--- config.mk ---
export PLATFORM = sky130hd
export DESIGN_NAME = gameport_timer
export DESIGN_NICKNAME = d
export VERILOG_FILES = /design/src/rtl/gp_pkg.sv /design/src/rtl/gp_prescaler.sv /design/src/rtl/gp_axis_oneshot.sv /design/src/rtl/gp_button_filter.sv /design/src/rtl/gameport_timer.sv
export SDC_FILE = /design/constraint.sdc
export NUM_CORES = 1
export LEC_CHECK = 0
export ABC_AREA = 1
export BUFFER_PORTS_ARGS = -buffer_cell sky130_fd_sc_hd__buf_2
export CORE_AREA = 2 2 101 103
export CTS_CLUSTER_SIZE = 40
export DETAILED_ROUTE_END_ITERATION = 7
export DIE_AREA = 0 0 103 105
export GPL_TIMING_DRIVEN = 0
export PLACE_DENSITY = 0.68
export SLEW_MARGIN = 20
export SYNTH_ARGS = -nofsm -noshare
export SYNTH_HDL_FRONTEND = slang
export SYNTH_SLANG_ARGS = --single-unit
--- constraint.sdc ---
create_clock -name clk -period 2.5 [get_ports clk]
set_input_delay 0.125 -clock clk [delete_from_list [all_inputs] [get_ports clk]]
set_output_delay 0.125 -clock clk [all_outputs]
set_load 0.02 [all_outputs]
--- src/rtl/gp_pkg.sv ---
package gp_pkg;
  localparam int AXIS_COUNT = 4;
  localparam int BUTTON_COUNT = 4;
  localparam int STATUS_W = AXIS_COUNT + BUTTON_COUNT;
  localparam int BTN_BASE = AXIS_COUNT;

  typedef enum logic [1:0] {
    AX_A_X = 2'd0,
    AX_A_Y = 2'd1,
    AX_B_X = 2'd2,
    AX_B_Y = 2'd3
  } axis_sel_e;
endpackage

--- src/rtl/gp_prescaler.sv ---
module gp_prescaler #(
  parameter int DIV_W = 8
) (
  input  logic             clk,
  input  logic             rst_n,
  input  logic             restart,
  input  logic [DIV_W-1:0] div,
  output logic             tick
);
  logic [DIV_W-1:0] cnt_q;
  logic             wrap;

  assign wrap = (cnt_q >= div);
  assign tick = wrap && !restart;

  always_ff @(posedge clk) begin
    if (!rst_n)       cnt_q <= '0;
    else if (restart) cnt_q <= '0;
    else if (wrap)    cnt_q <= '0;
    else              cnt_q <= cnt_q + 1'b1;
  end
endmodule

--- src/rtl/gp_axis_oneshot.sv ---
module gp_axis_oneshot #(
  parameter int POS_W = 8
) (
  input  logic             clk,
  input  logic             rst_n,
  input  logic             enable,
  input  logic             start,
  input  logic             tick,
  input  logic [POS_W-1:0] pos,
  output logic             active
);
  logic [POS_W-1:0] remain_q;
  logic             active_q;

  assign active = active_q;

  always_ff @(posedge clk) begin
    if (!rst_n || !enable) begin
      remain_q <= '0;
      active_q <= 1'b0;
    end else if (start) begin
      remain_q <= pos;
      active_q <= (pos != '0);
    end else if (tick && active_q) begin
      remain_q <= remain_q - 1'b1;
      if (remain_q <= POS_W'(1)) active_q <= 1'b0;
    end
  end
endmodule

--- src/rtl/gp_button_filter.sv ---
module gp_button_filter #(
  parameter int SAMPLES     = 16,
  parameter int SYNC_STAGES = 2
) (
  input  logic clk,
  input  logic rst_n,
  input  logic raw,
  output logic level
);
  localparam int CW = $clog2(SAMPLES + 1);

  logic [SYNC_STAGES-1:0] sync_q;
  logic [CW-1:0]          run_q;
  logic                   level_q;
  logic                   synced;

  assign synced = sync_q[SYNC_STAGES-1];
  assign level  = level_q;

  always_ff @(posedge clk) begin
    if (!rst_n) sync_q <= '0;
    else        sync_q <= {sync_q[SYNC_STAGES-2:0], raw};
  end

  always_ff @(posedge clk) begin
    if (!rst_n) begin
      run_q   <= '0;
      level_q <= 1'b0;
    end else if (synced != level_q) begin
      if (run_q == CW'(SAMPLES - 1)) begin
        level_q <= synced;
        run_q   <= '0;
      end else begin
        run_q <= run_q + 1'b1;
      end
    end else begin
      run_q <= '0;
    end
  end
endmodule

--- src/rtl/gameport_timer.sv ---
module gameport_timer #(
  parameter int POS_W       = 8,
  parameter int DIV_W       = 8,
  parameter int DEB_SAMPLES = 16,
  parameter int SYNC_STAGES = 2
) (
  input  logic                                 clk,
  input  logic                                 rst_n,
  input  logic                                 wr_en,
  input  logic                                 analog_mode,
  input  logic [DIV_W-1:0]                     tick_div,
  input  logic [gp_pkg::AXIS_COUNT*POS_W-1:0]  axis_pos,
  input  logic [gp_pkg::BUTTON_COUNT-1:0]      btn_press,
  output logic [gp_pkg::STATUS_W-1:0]          status
);
  import gp_pkg::*;

  logic                    tick;
  logic                    start;
  logic [AXIS_COUNT-1:0]   axis_active;
  logic [BUTTON_COUNT-1:0] pressed;

  assign start = wr_en && analog_mode;

  gp_prescaler #(.DIV_W(DIV_W)) u_presc (
    .clk(clk), .rst_n(rst_n), .restart(wr_en), .div(tick_div), .tick(tick)
  );

  for (genvar a = 0; a < AXIS_COUNT; a++) begin : g_axis
    gp_axis_oneshot #(.POS_W(POS_W)) u_shot (
      .clk(clk), .rst_n(rst_n), .enable(analog_mode), .start(start),
      .tick(tick), .pos(axis_pos[a*POS_W +: POS_W]), .active(axis_active[a])
    );
    assign status[a] = axis_active[a];
  end

  for (genvar b = 0; b < BUTTON_COUNT; b++) begin : g_btn
    gp_button_filter #(.SAMPLES(DEB_SAMPLES), .SYNC_STAGES(SYNC_STAGES)) u_filt (
      .clk(clk), .rst_n(rst_n), .raw(btn_press[b]), .level(pressed[b])
    );
    assign status[BTN_BASE + b] = ~pressed[b];
  end
endmodule

==> impl_metrics.yaml, run 1 <==
timing:
  max_freq_ghz: 0.581
  fin_ws_ns: 0.777
  setup_viol: 0
  final-hold-violation-count: 0
  rsz0062_at_grt: "false"
  worst_pin_slew_ns: 0.622
  relSlewSlack_pct: 58.5
  finalCriticalPeriod_ns: 1.72
  fin_worst_skew_ns: 0.00894
  tns_ns: 0
  finalMaxSlewViolations: 0
  fin_crit_sh_pct: 68.9
grt:
  grt_usage_pct: 19.8
  grt_first_pass_wirelength_um: 17000
  grt_pass1_vias: 3806
  overflow: 0
  grt_antenna_before_repair: 0
  grt_max_degree: 15
cts:
  clockBufferDepth: 2
  cts.sinks: 76
  htreeDepth: 3
  cts_tree: "yes"
  cts-root-buf: "clkbuf_8"
  clk_latency_ns: 0.36
  cts_made_buffers: 9
  post-cts-setup-buffers: 0
  clk_pin_slew_ns: 0.09
logic_synthesis:
  synthesis.area_um2: 4300
  ys_seq_area_share_pct: 35.4
  synthCells: 627
  ys_seq_elements: 76
  synth.avg_cell_area_um2: 6.86
  synth_cell_types: 33
  ys.flop_type: "dfxtp_1"
  syn_nets: 700
  synth_edf_count: 0
  synth-async-reset-ratio_pct: 0
  yosysWarnings: 0
place:
  hpwlAfterDp_um: 7640
  pre_cts_ws_ns: 0.776
  portBuffers: 54
  gp_congestion: 0.901
layout:
  finalNetCount: 769
  regArea_um2: 1520
  antennaDiodeCount: 0
  area_delta_synth_final_pct: 15.7
  drive_above_1_share_pct: 16.0
  fillCellCount: 1001
  multi_input_area_um2: 2370
  layout_common_cells: "nand2_1, nor2_1, dfxtp_1"
  layout_commonest_cell: "nand2_1"
floorplanning:
  dieArea_um2: 10800
  start_util_pct: 44.6
  core_area_um2: 9640
  row_count: 36
  io_pins: 56
  die_w_um: 103
  dieHeight_um: 105
drt:
  drt-vias-per-instance: 4.90
  remaining_drc_errors: 0
  drt-wirelength-per-cell_um: 12.3
  ant_nets: 0
  drt_wl_total_um: 10300
  vias: 4085
  drt_iter0_markers: 160
  drt-pass1-iter-count: 5
setup_path:
  crit_path_max_fanout: 8
  critPathLaunchType: "flip-flop"
  endpoint_kind: "flip-flop"
  critPathRequiredTime_ns: 2.76
  crit_type: "reg -> reg"
  arrival_ns: 1.98
pwr:
  power.leakage_nw: 2.32
  powerDensity_nw_per_um2: 530
  ir_worst_vdd_mv: 0.366
  p_total_w: 0.00264
worst_hold_path:
  min_path_type: "in -> reg"
status:
  run_status: "completed"
run:
  max-cap-violations: 0
-- where the power goes --
group / switching, W / total, W / leakage (nW) / internal, W
Clock: 0.000512 / 0.000978 / 0.0958 / 0.000466
Sequential: 0.0000249 / 0.00126 / 0.617 / 0.00124
Combinational: 0.000240 / 0.000397 / 1.60 / 0.000157
Total: 0.000776 / 0.00264 / 2.32 / 0.00186
-- path summary, 6_finish.rpt --
path	from	to	slack, ns	cells past startpoint
min reg2reg	g_btn[1].u_filt.sync_q[0]$_SDFF_PN0_	g_btn[1].u_filt.sync_q[1]$_SDFF_PN0_	0.42	2
min	axis_pos[27]	g_axis[3].u_shot.remain_q[3]$_SDFFE_PP0P_	0.08	5
max	u_presc.cnt_q[3]$_SDFF_PP0_	g_axis[2].u_shot.remain_q[1]$_SDFFE_PP0P_	0.78	12
max reg2reg	u_presc.cnt_q[3]$_SDFF_PP0_	g_axis[2].u_shot.remain_q[1]$_SDFFE_PP0P_	0.78	12
-- routing by layer --
metal	global-route usage (%)	vias up	part of all wire [%]
li1	-	2140	-
met1	23.8	1814	44
met2	33.9	109	49
met5	0	-	0
met4	5.55	0	1.9
met3	5.69	22	5.7
-- registers in the layout, indices dropped and copies added (netlist names) --
signal and count:
g_btn.u_filt.run_q 20, g_axis.u_shot.remain_q 32, u_presc.cnt_q 8, g_btn.u_filt.level 4
g_axis.u_shot.active 4, g_btn.u_filt.sync_q 8
-- per-stage QoR --
stage,hold WS (ns),utilization (%),cell area [um^2],std cells
floorplan,0.223,-,4300,627
global placement,0.308,49.2,4740,814
detailed placement,0.309,49.2,4740,814
CTS,0.0774,51.6,4980,834
global route,0.0877,51.6,4980,834
finish,0.0845,51.6,4980,834
-- cells in the mapped netlist, types with 5 or more instances --
cell	count	area, um^2
nand2_1	140	526
nor2_1	102	383
dfxtp_1	76	1520
inv_1	75	282
nand3_1	54	270
a21oi_1	31	155
o21ai_0	28	140
ha_1	25	313
xor2_1	9	78.8
buf_2	7	35.0
buf_4	6	45.0
nor3_1	6	30.0
clkbuf_1	5	18.8
inv_2	5	18.8
nand2_4	5	56.3
nand4_1	5	31.3
nor4_1	5	31.3
o211ai_1	5	37.5
or2_2	5	31.3
-- kinds of logic (layout without fill, tap and decap cells) --
| group | Yosys count | count (layout) | synth area share (%) |
|---|---|---|---|
| buffers and inverters | 100 | 174 | 9.48 |
| adders and majority gates | 25 | 25 | 7.27 |
| xor gates and xnor gates | 11 | 11 | 2.24 |
| DFF | 76 | 76 | 35.4 |
| and+or+nand+nor | 335 | 335 | 35.0 |
| AOI/OAI and AO/OA | 80 | 80 | 10.7 |
-- what timing repair did --
action,in CTS,in global routing
hold endpoints to repair,4,0
resized for setup,0,0
hold buffers,4,0
-- critical path, stage by stage (launching register included) --
cell,delay (ns)
dfxtp_1,0.35
ha_1,0.31
nand2_1,0.07
nor2_1,0.10
nor2_1,0.05
nand2_2,0.08
nand2_4,0.07
nand2_8,0.11
nand3_4,0.14
nand2_4,0.13
inv_2,0.07
nor2_1,0.10
nor2_1,0.05
-- final cells by class --
class	instances	share of cell area, %
multi-input cells	451	47.7
flip-flops and latches	76	30.6
repair buffers	58	6.23
inverters	81	6.13
well taps	133	3.34
clock buffers	9	2.49
plain buffers	19	2.06
clock inverters	7	1.53
(Power assumes the default switching activity.)
==> inputs of run 2 (changes only) <==
==> constraint.sdc (replaced) <==
create_clock -name clk -period 1.6 [get_ports clk]
set_input_delay 0.08 -clock clk [delete_from_list [all_inputs] [get_ports clk]]
set_output_delay 0.08 -clock clk [all_outputs]
set_load 0.02 [all_outputs]
==> run 2 against run 1 <==
  * Routed wire length up 6.4%
  * Critical path type unchanged
  * Sequential share of layout area down 2.4 points
  * The run now ends with setup timing left
  * Via count up 3.0%
  * Power up 59%
  * Cell area up 9.2%
  * Combinational power up 74%
  * Non-clock buffer count up 20
==> impl_metrics.yaml, run 2 (same netlist as run 1, synthesis figures left out) <==
status:
  run_status: "finished, violations left"
  violations: "setup timing"
place:
  gp_congestion: 0.901
  hpwlAfterDp_um: 7640
  portBuffers: 54
floorplanning:
  dieArea_um2: 10800
  core_area_um2: 9640
  start_util_pct: 44.6
  die_w_um: 103
  row_count: 36
  dieHeight_um: 105
  io_pins: 56
grt:
  grt_max_degree: 15
  use_met3_pct: 6.02
  grt_first_pass_wirelength_um: 17500
  grt_antenna_before_repair: 0
  busiest_layer: "met2"
  overflow: 0
  grt_pass1_vias: 3939
  grt_usage_pct: 20.3
  gr-usage-met1_pct: 23.7
  met2_usage_pct: 35.1
drt:
  drt-vias-per-instance: 4.93
  vias: 4209
  drt-pass1-iter-count: 4
  drt_wl_total_um: 10900
  drt-wirelength-per-cell_um: 12.8
  drt_iter0_markers: 163
  remaining_drc_errors: 0
  ant_nets: 0
setup_path:
  cp_cell_sequence: "ha_4, nand2_1, o21a_4, nand2_8, nand3_4, buf_4, nand3_1, a21oi_2"
  crit_path_max_fanout: 6
  endpoint_kind: "flip-flop"
  critPathRequiredTime_ns: 1.82
  slowest_delay_ns: 0.36
  cpMaxStageDelayCell: "dfxtp_1"
  critPathTopFamily: "simple AND/OR/NAND/NOR gates"
  cp_num_buf_inv: 1
  arrival_ns: 1.91
  crit_type: "reg -> reg"
  critPathLaunchType: "flip-flop"
layout:
  area_delta_synth_final_pct: 26.4
  drive_above_1_share_pct: 26.2
  regMostFlops: "g_axis.u_shot.remain_q"
  post-route-util_pct: 56.4
  antennaDiodeCount: 0
  largestRegisters: "g_axis.u_shot.remain_q: 32 flops, g_btn.u_filt.run_q: 20 flops"
  layout_commonest_cell: "nand2_1"
  layout_common_cells: "nand2_1, nor2_1, inv_1"
  largest_register_ffs: 32
  finalNetCount: 789
cts:
  clockBufferDepth: 2
  cts_tree: "yes"
  htreeDepth: 3
  clk_pin_slew_ns: 0.09
  cts_made_buffers: 9
  cts.sinks: 76
  clk_latency_ns: 0.36
  cts-root-buf: "clkbuf_8"
pwr:
  powerDensity_nw_per_um2: 772
  power.leakage_nw: 2.49
  ir_worst_vdd_mv: 0.574
  p_total_w: 0.00420
timing:
  fin_crit_sh_pct: 105
  relSlewSlack_pct: 57.8
  final-hold-violation-count: 0
  worst_pin_slew_ns: 0.633
  max_freq_ghz: 0.594
  finalCriticalPeriod_ns: 1.68
  setup_viol: 23
  whs_ns: 0.0451
  fin_ws_ns: -0.0824
  rsz0062_at_grt: "true"
  finalMaxSlewViolations: 0
  fin_worst_skew_ns: 0.00896
worst_hold_path:
  min_path_type: "in -> reg"
run:
  max-cap-violations: 0
run 2: changes by cell type in the layout (fill, tap and decap cells not counted), moves of 7 or more:
cell / delta
nand2_2: +8
buf_4: +15
ha_1: -10
nand3_1: -12
nor2_2: +9
dfxtp_1: -7
nor2_1: -12
nand3_2: +12
nand2_1: -9
run 2: power breakdown:
part	leakage (nW)	total, W	internal (W)	switching, W
logic	1.77	0.000689	0.000275	0.000414
clock network	0.0958	0.00153	0.000729	0.000804
registers	0.621	0.00198	0.00194	0.0000401
run 2: worst paths after layout:
kind                                  startpoint  slack [ns]  cells past startpoint                                        end
max reg2reg          u_presc.cnt_q[7]$_SDFF_PP0_       -0.08                      8  g_axis[1].u_shot.remain_q[6]$_SDFFE_PP0P_
max                  u_presc.cnt_q[7]$_SDFF_PP0_       -0.08                      8  g_axis[1].u_shot.remain_q[6]$_SDFFE_PP0P_
min                                        rst_n        0.05                      3         g_btn[3].u_filt.level$_SDFFE_PN0P_
min reg2reg  g_btn[2].u_filt.run_q[0]$_SDFF_PP0_        0.41                      1        g_btn[2].u_filt.run_q[0]$_SDFF_PP0_
run 2: what timing repair did:
action	4_1_cts	5_1_grt
hold buffers	4	0
setup endpoints to repair	41	43
setup buffers	13	7
pin swaps	12	23
resized for setup	18	59
endpoints found under the hold margin	4	0
run 2: tightest hold or removal path: stages:
cell	delay (ns)
buf_4	0.16
o21ai_0	0.08
a21oi_1	0.04
run 2: final cells by class:
cell class              instances  area [um^2]
plain buffers                  19          103
repair buffers                 78          488
flip-flops and latches         76         1530
well taps                     133          166
clock buffers                   9          124
clock inverters                 7         76.3
multi-input cells             451         2630
inverters                      81          323
fillers                       943         4200
run 2: routing by layer:
layer	up-vias	wire (um)
li1	2187	-
met4	0	240
met1	1893	4510
met5	-	0
met2	107	5540
met3	22	637
run 2: through the flow:
step           setup WS [ns]  cell area [um^2]  instances  setup TNS [ns]
2_1_floorplan         0.0824              4300        627               0
3_3_place_gp         -0.0968              4740        814           -1.59
3_5_place_dp          -0.124              4740        814           -2.77
4_1_cts              -0.0457              5150        847          -0.455
5_1_grt               -0.144              5440        854           -3.23
6_report             -0.0824              5440        854          -0.735
==> inputs of run 3 (changes only) <==
==> constraint.sdc (replaced) <==
create_clock -name clk -period 1.75 [get_ports clk]
set_input_delay 0.0875 -clock clk [delete_from_list [all_inputs] [get_ports clk]]
set_output_delay 0.0875 -clock clk [all_outputs]
set_load 0.02 [all_outputs]
==> run 3 against run 2 <==
  * The run now ends clean
  * Final cell count shrank 1.1%
  * Core utilization down 2.0 points
  * Die area stayed put
  * Fmax down 2.4%
  * Sequential power decreased by 9%
  * Clock power shrank 8%
  * Clock-buffer cell count unchanged
  * Critical path depth increased by 2
  * Global-route usage shrank 0.50 points
  * Largest cell class unchanged
  * Largest power group unchanged
==> impl_metrics.yaml, run 3 (same netlist as run 1, synthesis figures left out) <==
setup_path:
  critPathRequiredTime_ns: 2.00
  crit_type: "reg -> reg"
  endpoint_kind: "flip-flop"
  cpMaxStageDelayCell: "dfxtp_1"
  crit_path_max_fanout: 7
  rr_worst_depth: 10
  arrival_ns: 1.98
  critPathLaunchType: "flip-flop"
  path_common_cell: "nor2_1"
  cp_cell_sequence: "ha_1, nand2_1, nor2_1, nand2_4, nand2_8, nand3_4, nand2_8, inv_4, nor2_1, nor2_1"
  slowest_delay_ns: 0.34
grt:
  grt_usage_pct: 19.8
  grt_max_degree: 15
  grt_first_pass_wirelength_um: 17000
  grt_pass1_vias: 3806
  grt_antenna_before_repair: 0
  overflow: 0
pwr:
  ir_worst_vdd_mv: 0.522
  powerDensity_nw_per_um2: 728
  p_total_w: 0.00382
  power.leakage_nw: 2.42
layout:
  antennaDiodeCount: 0
  finalNetCount: 780
  layout_common_cells: "nand2_1, nor2_1, inv_1"
  area_delta_synth_final_pct: 22.0
  drive_above_1_share_pct: 21.8
  fin_cells: 845
  post-route-util_pct: 54.5
  regMostFlops: "g_axis.u_shot.remain_q"
  largest_register_ffs: 32
  largestRegisters: "g_axis.u_shot.remain_q: 32 flops, g_btn.u_filt.run_q: 20 flops"
  layout_commonest_cell: "nand2_1"
timing:
  finalMaxSlewViolations: 0
  rsz0062_at_grt: "true"
  finalCriticalPeriod_ns: 1.72
  fin_worst_skew_ns: 0.00808
  setup_viol: 0
  tns_ns: 0
  worst_pin_slew_ns: 0.705
  relSlewSlack_pct: 53.0
  final-hold-violation-count: 0
  fin_crit_sh_pct: 98.5
  max_freq_ghz: 0.580
drt:
  ant_nets: 0
  drt-wirelength-per-cell_um: 12.8
  remaining_drc_errors: 0
  drt_iter0_markers: 167
  drt_wl_total_um: 10800
  drt-vias-per-instance: 4.96
  vias: 4192
  drt-pass1-iter-count: 5
worst_hold_path:
  whs_path_depth: 5
  min_path_type: "in -> reg"
place:
  dp.cells: 814
  portBuffers: 54
  gp_congestion: 0.901
  hpwlAfterDp_um: 7640
cts:
  htreeDepth: 3
  cts-root-buf: "clkbuf_8"
  cts_made_buffers: 9
  cts_tree: "yes"
  clk_latency_ns: 0.36
  clk_pin_slew_ns: 0.09
  cts.sinks: 76
  clockBufferDepth: 2
floorplanning:
  die_w_um: 103
  core_area_um2: 9640
  io_pins: 56
  dieArea_um2: 10800
  dieHeight_um: 105
  start_util_pct: 44.6
  row_count: 36
status:
  run_status: "completed"
run:
  max-cap-violations: 0
## run 3: changes by cell type in the layout (fill, tap and decap cells not counted), sizes merged
cell | previous run | this run
buf | 88 | 78
nand3 | 58 | 59
## run 3: where the power goes
part / internal (W) / switching (W) / total, W
sequential: 0.00177 / 0.0000369 / 0.00181
clock: 0.000666 / 0.000729 / 0.00140
combinational: 0.000239 / 0.000377 / 0.000616
## run 3: critical path: cells and delay by family, from the launching register on
family	cells	cell delay, ns
buffers and inverters	1	0.05
and+or+nand+nor	8	0.93
DFF	1	0.34
adders and majority gates	1	0.30
## run 3: through the flow
step | hold slack, ns | instance area [um^2] | setup slack [ns]
2_1_floorplan | 0.185 | 4300 | 0.232
3_3_place_gp | 0.270 | 4740 | 0.0532
3_5_place_dp | 0.272 | 4740 | 0.0259
4_1_cts | 0.0399 | 4980 | 0.0132
5_1_grt | 0.0502 | 5250 | -0.0711
6_report | 0.0513 | 5250 | 0.0263
## run 3: final cells by class
class | count | area [um^2]
well taps | 133 | 166
clock inverters | 7 | 76.3
plain buffers | 19 | 103
inverters | 81 | 323
multi-input cells | 452 | 2530
fillers | 969 | 4390
flip-flops and latches | 76 | 1530
clock buffers | 9 | 124
repair buffers | 68 | 402
## run 3: layer usage
metal | share of wire, % | GRT usage (%) | routed length [um]
met5 | 0 | 0 | 0
met4 | 2.2 | 5.55 | 240
met3 | 5.1 | 5.69 | 551
met2 | 49 | 33.9 | 5350
met1 | 43 | 23.8 | 4670
## run 3: what timing repair did
| action | CTS | global route |
|---|---|---|
| setup buffers | 0 | 10 |
| hold buffers | 4 | 0 |
| hold endpoints to repair | 4 | 0 |
| endpoints found under the setup margin | 0 | 40 |
| resized for setup | 0 | 47 |
## run 3: final timing paths
| check | startpoint | slack (ns) | endpoint |
|---|---|---|---|
| worst max-delay path | u_presc.cnt_q[7]$_SDFF_PP0_ | 0.03 | g_axis[1].u_shot.remain_q[4]$_SDFFE_PP0P_ |
| worst min-delay path | axis_pos[27] | 0.05 | g_axis[3].u_shot.remain_q[3]$_SDFFE_PP0P_ |
| worst max register to register | u_presc.cnt_q[7]$_SDFF_PP0_ | 0.03 | g_axis[1].u_shot.remain_q[4]$_SDFFE_PP0P_ |
| worst min register to register | g_btn[1].u_filt.sync_q[0]$_SDFF_PN0_ | 0.42 | g_btn[1].u_filt.sync_q[1]$_SDFF_PN0_ |
